--- src/rtl/lt_pkg.sv ---
package lt_pkg;
  localparam int unsigned LT_N_SL   = 10;
  localparam int unsigned LT_N_CELL = 32;
  localparam int unsigned LT_MID_SL = 4;
endpackage

--- src/rtl/lt_delay.sv ---
module lt_delay #(
  parameter int unsigned WIDTH = 1,
  parameter int unsigned DEPTH = 1
) (
  input  logic             clk_i,
  input  logic             rst_ni,
  input  logic [WIDTH-1:0] d_i,
  output logic [WIDTH-1:0] d_o
);
  logic [WIDTH-1:0] q [DEPTH];

  for (genvar s = 0; s < DEPTH; s++) begin : g_s
    if (s == 0) begin : g_head
      always_ff @(posedge clk_i or negedge rst_ni)
        if (!rst_ni) q[s] <= '0;
        else         q[s] <= d_i;
    end else begin : g_tail
      always_ff @(posedge clk_i or negedge rst_ni)
        if (!rst_ni) q[s] <= '0;
        else         q[s] <= q[s-1];
    end
  end

  assign d_o = q[DEPTH-1];
endmodule

--- src/rtl/lt_window.sv ---
module lt_window #(
  parameter int unsigned N_CELL = 32
) (
  input  logic [N_CELL-1:0] row_i,
  input  logic              wide_i,
  output logic [N_CELL-1:0] win_o
);
  for (genvar c = 0; c < N_CELL; c++) begin : g_c
    localparam int unsigned M1 = (c + N_CELL - 1) % N_CELL;
    localparam int unsigned P1 = (c + 1) % N_CELL;
    localparam int unsigned M2 = (c + N_CELL - 2) % N_CELL;
    localparam int unsigned P2 = (c + 2) % N_CELL;
    assign win_o[c] = row_i[M1] | row_i[c] | row_i[P1]
                    | (wide_i & (row_i[M2] | row_i[P2]));
  end
endmodule

--- src/rtl/lt_stage.sv ---
module lt_stage #(
  parameter int unsigned N_CELL = 32
) (
  input  logic              clk_i,
  input  logic              rst_ni,
  input  logic [N_CELL-1:0] alive_i,
  input  logic [N_CELL-1:0] hit_i,
  input  logic              wide_i,
  output logic [N_CELL-1:0] alive_o
);
  logic [N_CELL-1:0] win;

  lt_window #(.N_CELL(N_CELL)) u_win (
    .row_i  (alive_i),
    .wide_i (wide_i),
    .win_o  (win)
  );

  always_ff @(posedge clk_i or negedge rst_ni)
    if (!rst_ni) alive_o <= '0;
    else         alive_o <= win & hit_i;


  alive_needs_hit_chk: assert property (@(posedge clk_i) disable iff (!rst_ni)
    (alive_o & ~$past(hit_i)) == '0);


  alive_needs_parent_chk: assert property (@(posedge clk_i) disable iff (!rst_ni)
    (alive_o != '0) |-> ($past(alive_i) != '0));
endmodule

--- src/rtl/seg_link_tracker.sv ---
module seg_link_tracker
  import lt_pkg::*;
#(
  parameter int unsigned N_SL   = LT_N_SL,
  parameter int unsigned N_CELL = LT_N_CELL,
  parameter int unsigned MID_SL = LT_MID_SL
) (
  input  logic                     clk_i,
  input  logic                     rst_ni,
  input  logic                     valid_i,
  input  logic [N_SL*N_CELL-1:0]   seg_i,
  input  logic [N_SL*N_CELL-1:0]   mask_i,
  input  logic [N_SL-2:0]          win_sel_i,
  output logic                     valid_o,
  output logic [N_CELL-1:0]        mid_o,
  output logic [N_CELL-1:0]        outer_o
);
  localparam int unsigned N_TR  = N_SL - 1;
  localparam int unsigned CNT_W = $clog2(N_SL + 1) + 1;

  logic [N_CELL-1:0] eff    [N_SL];
  logic [N_CELL-1:0] alive  [N_SL];
  logic [N_CELL-1:0] hit_at [N_SL];
  logic              wide_at[N_TR];

  for (genvar k = 0; k < N_SL; k++) begin : g_eff
    assign eff[k] = seg_i[k*N_CELL +: N_CELL] | mask_i[k*N_CELL +: N_CELL];
  end

  assign alive[0]  = eff[0];
  assign hit_at[0] = eff[0];

  for (genvar k = 1; k < N_SL; k++) begin : g_tr
    if (k == 1) begin : g_first
      assign hit_at[k]    = eff[k];
      assign wide_at[k-1] = win_sel_i[k-1];
    end else begin : g_later
      // align layer k hits and its select with the alive row arriving at stage k
      lt_delay #(.WIDTH(N_CELL), .DEPTH(k-1)) u_hd (
        .clk_i (clk_i), .rst_ni (rst_ni), .d_i (eff[k]), .d_o (hit_at[k])
      );
      lt_delay #(.WIDTH(1), .DEPTH(k-1)) u_wd (
        .clk_i (clk_i), .rst_ni (rst_ni), .d_i (win_sel_i[k-1]), .d_o (wide_at[k-1])
      );
    end

    lt_stage #(.N_CELL(N_CELL)) u_stage (
      .clk_i   (clk_i),
      .rst_ni  (rst_ni),
      .alive_i (alive[k-1]),
      .hit_i   (hit_at[k]),
      .wide_i  (wide_at[k-1]),
      .alive_o (alive[k])
    );
  end

  lt_delay #(.WIDTH(N_CELL), .DEPTH(N_SL-1-MID_SL)) u_mid (
    .clk_i (clk_i), .rst_ni (rst_ni), .d_i (alive[MID_SL]), .d_o (mid_o)
  );

  lt_delay #(.WIDTH(1), .DEPTH(N_TR)) u_vld (
    .clk_i (clk_i), .rst_ni (rst_ni), .d_i (valid_i), .d_o (valid_o)
  );

  assign outer_o = alive[N_SL-1];

  // checker: events in flight
  logic [CNT_W-1:0] inflight_q;
  always_ff @(posedge clk_i or negedge rst_ni)
    if (!rst_ni) inflight_q <= '0;
    else if (valid_i && !valid_o) inflight_q <= inflight_q + 1'b1;
    else if (!valid_i && valid_o) inflight_q <= inflight_q - 1'b1;


  no_orphan_out_chk: assert property (@(posedge clk_i) disable iff (!rst_ni)
    valid_o |-> (inflight_q != '0));


  inflight_bound_chk: assert property (@(posedge clk_i) disable iff (!rst_ni)
    inflight_q <= CNT_W'(N_TR));


  outer_implies_mid_chk: assert property (@(posedge clk_i) disable iff (!rst_ni)
    (valid_o && outer_o != '0) |-> (mid_o != '0));
endmodule

--- config.mk ---
export PLATFORM = sky130hd
export DESIGN_NAME = seg_link_tracker
export DESIGN_NICKNAME = d
export VERILOG_FILES = /design/src/rtl/lt_pkg.sv /design/src/rtl/lt_delay.sv /design/src/rtl/lt_window.sv /design/src/rtl/lt_stage.sv /design/src/rtl/seg_link_tracker.sv
export SDC_FILE = /design/constraint.sdc
export NUM_CORES = 1
export LEC_CHECK = 0
export ABC_AREA = 1
export CAP_MARGIN = 40
export CORE_UTILIZATION = 53
export CTS_CLUSTER_SIZE = 14
export DETAILED_ROUTE_END_ITERATION = 16
export GPL_TIMING_DRIVEN = 0
export PLACE_DENSITY_LB_ADDON = 0.2
export SLEW_MARGIN = 40
export SYNTH_ARGS = -nofsm -noshare
export SYNTH_HDL_FRONTEND = slang
export SYNTH_SLANG_ARGS = --single-unit
--- constraint.sdc ---
create_clock -name clk_i -period 1 [get_ports clk_i]
set_input_delay 0.15 -clock clk_i [delete_from_list [all_inputs] [get_ports clk_i]]
set_output_delay 0.15 -clock clk_i [all_outputs]
set_load 0.01 [all_outputs]
==> flow_summary.json, run 1 <==
{
  "status": "finished, violations left",
  "violations": "negative hold slack, negative setup slack",
  "synth.top_cell.area_share": 0.841,
  "ys_types": 13,
  "hold_violations": 500,
  "syn_nets": 3652,
  "dieArea_um2": 93600,
  "rsz0062_at_grt": "true",
  "synthFlopType": "dfrtp_1",
  "endpoint_kind": "primary output",
  "grt_pass1_wl_mm": 213,
  "syn_area_per_cell_um2": 16.3,
  "ys_warn_count": 0,
  "synthCells": 3000,
  "place_ws_ns": -1.52,
  "initial_core_util": 0.535,
  "async_flop_share": 1.00,
  "grt_use_total": 0.320,
  "fin_crit_ns": 1.50,
  "startpoint_type": "flop",
  "dieHeight_um": 306,
  "cts_tree": "done",
  "dr_total_vias": 30000,
  "clk_pin_slew_ns": 0.06,
  "drt_wl_total_mm": 148,
  "slew_headroom": 0.615,
  "fp-row-count": 111,
  "place_area_um2": 58000,
  "seq_area_um2": 41200,
  "drt_pass1_iterations": 5,
  "timing.fmax_mhz": 668,
  "antenna_found_initial": 28,
  "worstMarginPinSlew_ns": 0.578,
  "fin_nets": 4992,
  "gp_congestion": 0.904,
  "netlist_area_um2": 49000,
  "h-tree-depth": 4,
  "synthTopCellsByCount": "1645 x dfrtp_1, 256 x nor3_1, 256 x o21ai_0, 256 x or2_2, 240 x a21boi_1",
  "vdd_drop_max_uv": 1530,
  "dp_hpwl_mm": 85.2,
  "cp.arrival_ns": 1.35,
  "drive_above_1_share": 0.235,
  "critPathRequiredTime_ns": 0.85,
  "boundaryPins": 717,
  "hold_class": "in2async",
  "cts_max_path_buffers": 3,
  "fin_crit_sh": 1.50,
  "fin_ws_ns": -0.496,
  "synth_largest_area_cell": "dfrtp_1",
  "grt_pass1_vias": 33400,
  "ant_nets": 0,
  "cts.sinks": 1645,
  "path_class": "reg2out",
  "cp_max_fo": 1,
  "placeableCoreArea_um2": 91500,
  "io_buffers": 716,
  "power.density_nw_per_um2": 2010,
  "fin_skew_ns": 0.0284,
  "place_inst": 4917,
  "clkLatencyLatePin_ns": 0.77,
  "synth-seq-cells": 1645,
  "via_per_inst": 5.33,
  "final_cells": 5640,
  "drc_errors": 0,
  "overflow": 0,
  "maxCapViolations": 0,
  "synth_area_leaders": "dfrtp_1 84%, a21boi_1 3.7%, or2_2 3.3%",
  "synth_most_common_cell": "dfrtp_1",
  "critical_path_buf_inv_count": 1,
  "cpPeakStageDelay_ns": 0.44,
  "final_core_util": 0.766,
  "drtIter0Drc": 2286,
  "hold_slack_ns": -0.706,
  "root_buffer": "clkbuf_16",
  "crit_family": "flip-flops",
  "synthToLayoutAreaGrowth_pct": 43.2,
  "die_w_um": 306,
  "power_leakage_nw": 27.8,
  "cts-buffers-inserted": 154,
  "final_area_um2": 70100,
  "wire_per_inst_um": 26.3,
  "finalSetupViolations": 190,
  "cp_slowest_cell": "dfrtp_1",
  "fill_cells": 4930,
  "slew_violations": 0,
  "ys_seq_area_frac": 0.841,
  "grt_max_degree": 120,
  "synth_edf_count": 0,
  "path_cells": "buf_2",
  "multi_input_area_um2": 8500
}
[worst reg2reg max path, stage by stage (launching register included)]
cell and delay [ns]:
dfrtp_2 0.46, buf_6 0.15, buf_6 0.12, buf_6 0.10
o21ai_4 0.05, a21boi_2 0.24
[state kept, by name (all words and copies together) (netlist names)]
signal and cells:
g_tr.g_later.u_hd.d_o 256, g_tr.g_later.u_hd.q 896, g_tr.g_later.u_wd.d_o 8, g_tr.g_later.u_wd.q 28
g_tr.u_stage.alive_o 288, u_mid.d_o 32, u_mid.q 128, u_vld.d_o 1
u_vld.q 8
[logic make-up (layout without fill, tap and decap cells)]
| logic type | Yosys count | in the layout | synth area share |
|---|---|---|---|
| other | 0 | 9 | 0 |
| AND/OR/NAND/NOR | 696 | 696 | 0.0730 |
| flip-flops | 1645 | 1645 | 0.841 |
| buffers and inverters | 115 | 1560 | 0.0175 |
| AO/OA/AOI/OAI | 544 | 544 | 0.0687 |
[stage by stage]
step	power (mW)	setup TNS (ns)
detailed placement	80.1	-1081.70
floorplan	74.0	0
CTS	140	-32.77
global placement	78.9	-
finish	141	-33.84
global route	145	-39.56
[layout by cell type, fill, tap and decap left out, drive strengths merged]
cell / instances
dfrtp: 1645
o21ai: 256
or2: 256
a21oi: 32
dlygate4sd3: 468
clkdlybuf4s50: 650
a21boi: 256
nand2: 88
clkinvlp: 2
diode: 9
clkinv: 21
bufinv: 7
inv: 31
bufbuf: 10
nor2: 96
clkbuf: 230
buf: 141
nor3: 256
[layout make-up]
class / instances / area share
Antenna cell: 9 / 0.000321
Buffer: 24 / 0.00462
Clock buffer: 224 / 0.0645
Clock inverter: 37 / 0.00732
Inverter: 24 / 0.00129
Multi-Input combinational cell: 1240 / 0.121
Sequential cell: 1645 / 0.588
Tap cell: 1186 / 0.0212
Timing Repair Buffer: 1251 / 0.191
[routing by layer]
metal,GRT usage,vias up,wire length [um]
met5,0,-,67
met2,0.553,1276,78100
met4,0.164,10,8240
li1,-,12600,-
met3,0.0556,396,7620
met1,0.387,15700,54200
[power breakdown]
group / switching [mW] / internal (mW)
Sequential: 2.81 / 70.0
Clock: 25.2 / 33.3
Combinational: 3.93 / 5.52
[timing repair]
action                                  4_1_cts  5_1_grt
setup buffers                                16        1
hold buffers                                466        2
resized for setup                           675      381
hold endpoints to repair                    758      388
cloned                                       27        8
endpoints found under the setup margin      941      657
pin swaps                                   129      105
[path summary, 6_finish.rpt]
kind,startpoint,end,slack [ns],cells after the start
worst min-delay path,rst_ni,u_mid.d_o[22],-0.71,1
worst max register to register,g_tr[8].g_later.u_wd.d_o,g_tr[8].u_stage.alive_o[6],-0.21,5
worst max-delay path,u_mid.d_o[8],mid_o[8],-0.50,1
worst min register to register,g_tr[8].g_later.u_hd.q[165],g_tr[8].g_later.u_hd.q[133],0.33,0
max in group asynchronous,rst_ni,g_tr[9].g_later.u_hd.q[135],0.18,4
min in group clk_i,mask_i[162],g_tr[5].g_later.u_hd.q[98],0.02,2
(Power assumes the default switching activity.)
==> run 2, diff against run 1 <==
--- a/config.mk
+++ b/config.mk
@@ -11,7 +11,8 @@
 export CTS_CLUSTER_SIZE = 14
 export DETAILED_ROUTE_END_ITERATION = 16
 export GPL_TIMING_DRIVEN = 0
-export PLACE_DENSITY_LB_ADDON = 0.2
+export MAX_ROUTING_LAYER = met4
+export PLACE_DENSITY = 0.82
 export SLEW_MARGIN = 40
 export SYNTH_ARGS = -nofsm -noshare
 export SYNTH_HDL_FRONTEND = slang
==> flow_summary.json, run 2 (synthesized netlist as in run 1, its figures left out) <==
{
  "drt_wl_total_mm": 207,
  "fin_crit_sh": 1.54,
  "crit_family": "flip-flops",
  "rsz0062_at_grt": "true",
  "slew_violations": 0,
  "worstMarginPinSlew_ns": 0.887,
  "cts.sinks": 1645,
  "wire_per_inst_um": 36.3,
  "root_buffer": "clkbuf_16",
  "cp.arrival_ns": 1.39,
  "multi_input_area_um2": 10200,
  "fin_nets": 4993,
  "via_per_inst": 5.96,
  "hold_slack_ns": -0.687,
  "timing.fmax_mhz": 650,
  "startpoint_type": "flop",
  "dr_total_vias": 34000,
  "violations": "negative hold slack, negative setup slack",
  "endpoint_kind": "primary output",
  "grt_pass1_vias": 36100,
  "place_area_um2": 58100,
  "dieHeight_um": 306,
  "place_inst": 4918,
  "cpPeakStageDelay_ns": 0.44,
  "vdd_drop_max_uv": 1610,
  "io_buffers": 716,
  "clk_pin_slew_ns": 0.08,
  "largest-register": "g_tr.g_later.u_hd.q",
  "power_leakage_nw": 28.4,
  "fp-row-count": 111,
  "grt_pass1_wl_mm": 259,
  "mostFrequentLayoutCells": "1542 x dfrtp_1, 650 x clkdlybuf4s50_1, 409 x dlygate4sd3_1",
  "fin_tns_setup_ns": -68.45,
  "boundaryPins": 717,
  "drc_errors": 0,
  "hold_class": "in2async",
  "dieArea_um2": 93600,
  "initial_core_util": 0.535,
  "critPathRequiredTime_ns": 0.85,
  "finalSetupViolations": 352,
  "grt_max_degree": 123,
  "seq_area_um2": 41300,
  "path_cells": "buf_2",
  "gp_congestion": 0.981,
  "placeableCoreArea_um2": 91500,
  "final_area_um2": 72200,
  "maxCapViolations": 0,
  "drive_above_1_share": 0.311,
  "final_common_cell": "dfrtp_1",
  "path_class": "reg2out",
  "fin_skew_ns": 0.0382,
  "fin_crit_ns": 1.54,
  "critical_path_buf_inv_count": 1,
  "final_cells": 5696,
  "cts-buffers-inserted": 150,
  "drt_pass1_iterations": 6,
  "clkLatencyLatePin_ns": 0.80,
  "die_w_um": 306,
  "cp_slowest_cell": "dfrtp_1",
  "h-tree-depth": 4,
  "slew_headroom": 0.407,
  "ant_nets": 0,
  "largest_register_ffs": 896,
  "dp_hpwl_mm": 103,
  "status": "finished, violations left",
  "fin_ws_ns": -0.539,
  "cts_tree": "done",
  "cp_max_fo": 1,
  "drtIter0Drc": 3775,
  "hold_violations": 320,
  "grt_use_total": 0.411,
  "antenna_found_initial": 57,
  "synthToLayoutAreaGrowth_pct": 47.5,
  "power.density_nw_per_um2": 2010,
  "cts_max_path_buffers": 3,
  "overflow": 0,
  "fill_cells": 4291,
  "total_power_mw": 145
}
[run 2: layout make-up]
class / instances / share of cell area
antenna: 63 / 0.00218
buffer: 19 / 0.00416
clock buffer: 215 / 0.0599
clock inverter: 43 / 0.00662
inverter: 24 / 0.00125
multi-input combinational: 1240 / 0.141
sequential: 1645 / 0.572
tap: 1186 / 0.0205
timing repair buffer: 1261 / 0.192
[run 2: final timing paths]
| path | startpoint | to | slack, ns | cells after the start |
|---|---|---|---|---|
| max in group asynchronous | rst_ni | g_tr[6].g_later.u_hd.q[99] | -0.32 | 6 |
| max | u_mid.d_o[13] | mid_o[13] | -0.54 | 1 |
| min in group clk_i | seg_i[66] | g_tr[2].g_later.u_hd.d_o[2] | -0.02 | 2 |
| max reg2reg | g_tr[5].g_later.u_wd.d_o | g_tr[5].u_stage.alive_o[8] | -0.41 | 5 |
| min | rst_ni | u_mid.q[123] | -0.69 | 2 |
| min reg2reg | g_tr[8].g_later.u_hd.q[211] | g_tr[8].g_later.u_hd.q[179] | 0.33 | 0 |
[run 2: where the power goes]
| group | internal, mW | switching, mW | total (mW) |
|---|---|---|---|
| combinational | 6.02 | 5.03 | 11.0 |
| clock | 31.5 | 28.5 | 60.0 |
| sequential | 70.0 | 3.81 | 73.8 |
| total | 107 | 37.4 | 145 |
[run 2: per-layer routing]
| metal | global-route usage | wire length [um] | vias up |
|---|---|---|---|
| li1 | - | - | 12700 |
| met5 | - | 0 | - |
| met4 | 0.250 | 20700 | 0 |
| met3 | 0.0787 | 16800 | 1206 |
| met1 | 0.449 | 65900 | 17400 |
| met2 | 0.699 | 104000 | 2670 |
[run 2: per-stage QoR]
step,worst slack [ns],utilization
2_1_floorplan,0.192,-
3_3_place_gp,-68.56,0.629
3_5_place_dp,-2.25,0.634
4_1_cts,-0.545,0.756
5_1_grt,-0.535,0.789
6_report,-0.539,0.789
[run 2: repair_timing]
| item | in CTS | in global routing |
|---|---|---|
| resized for setup | 918 | 660 |
| hold buffers | 406 | 8 |
| pin swaps | 160 | 159 |
| setup buffers | 39 | 37 |
| endpoints found under the hold margin | 871 | 370 |
| endpoints found under the setup margin | 1023 | 843 |
| gates cloned | 38 | 10 |
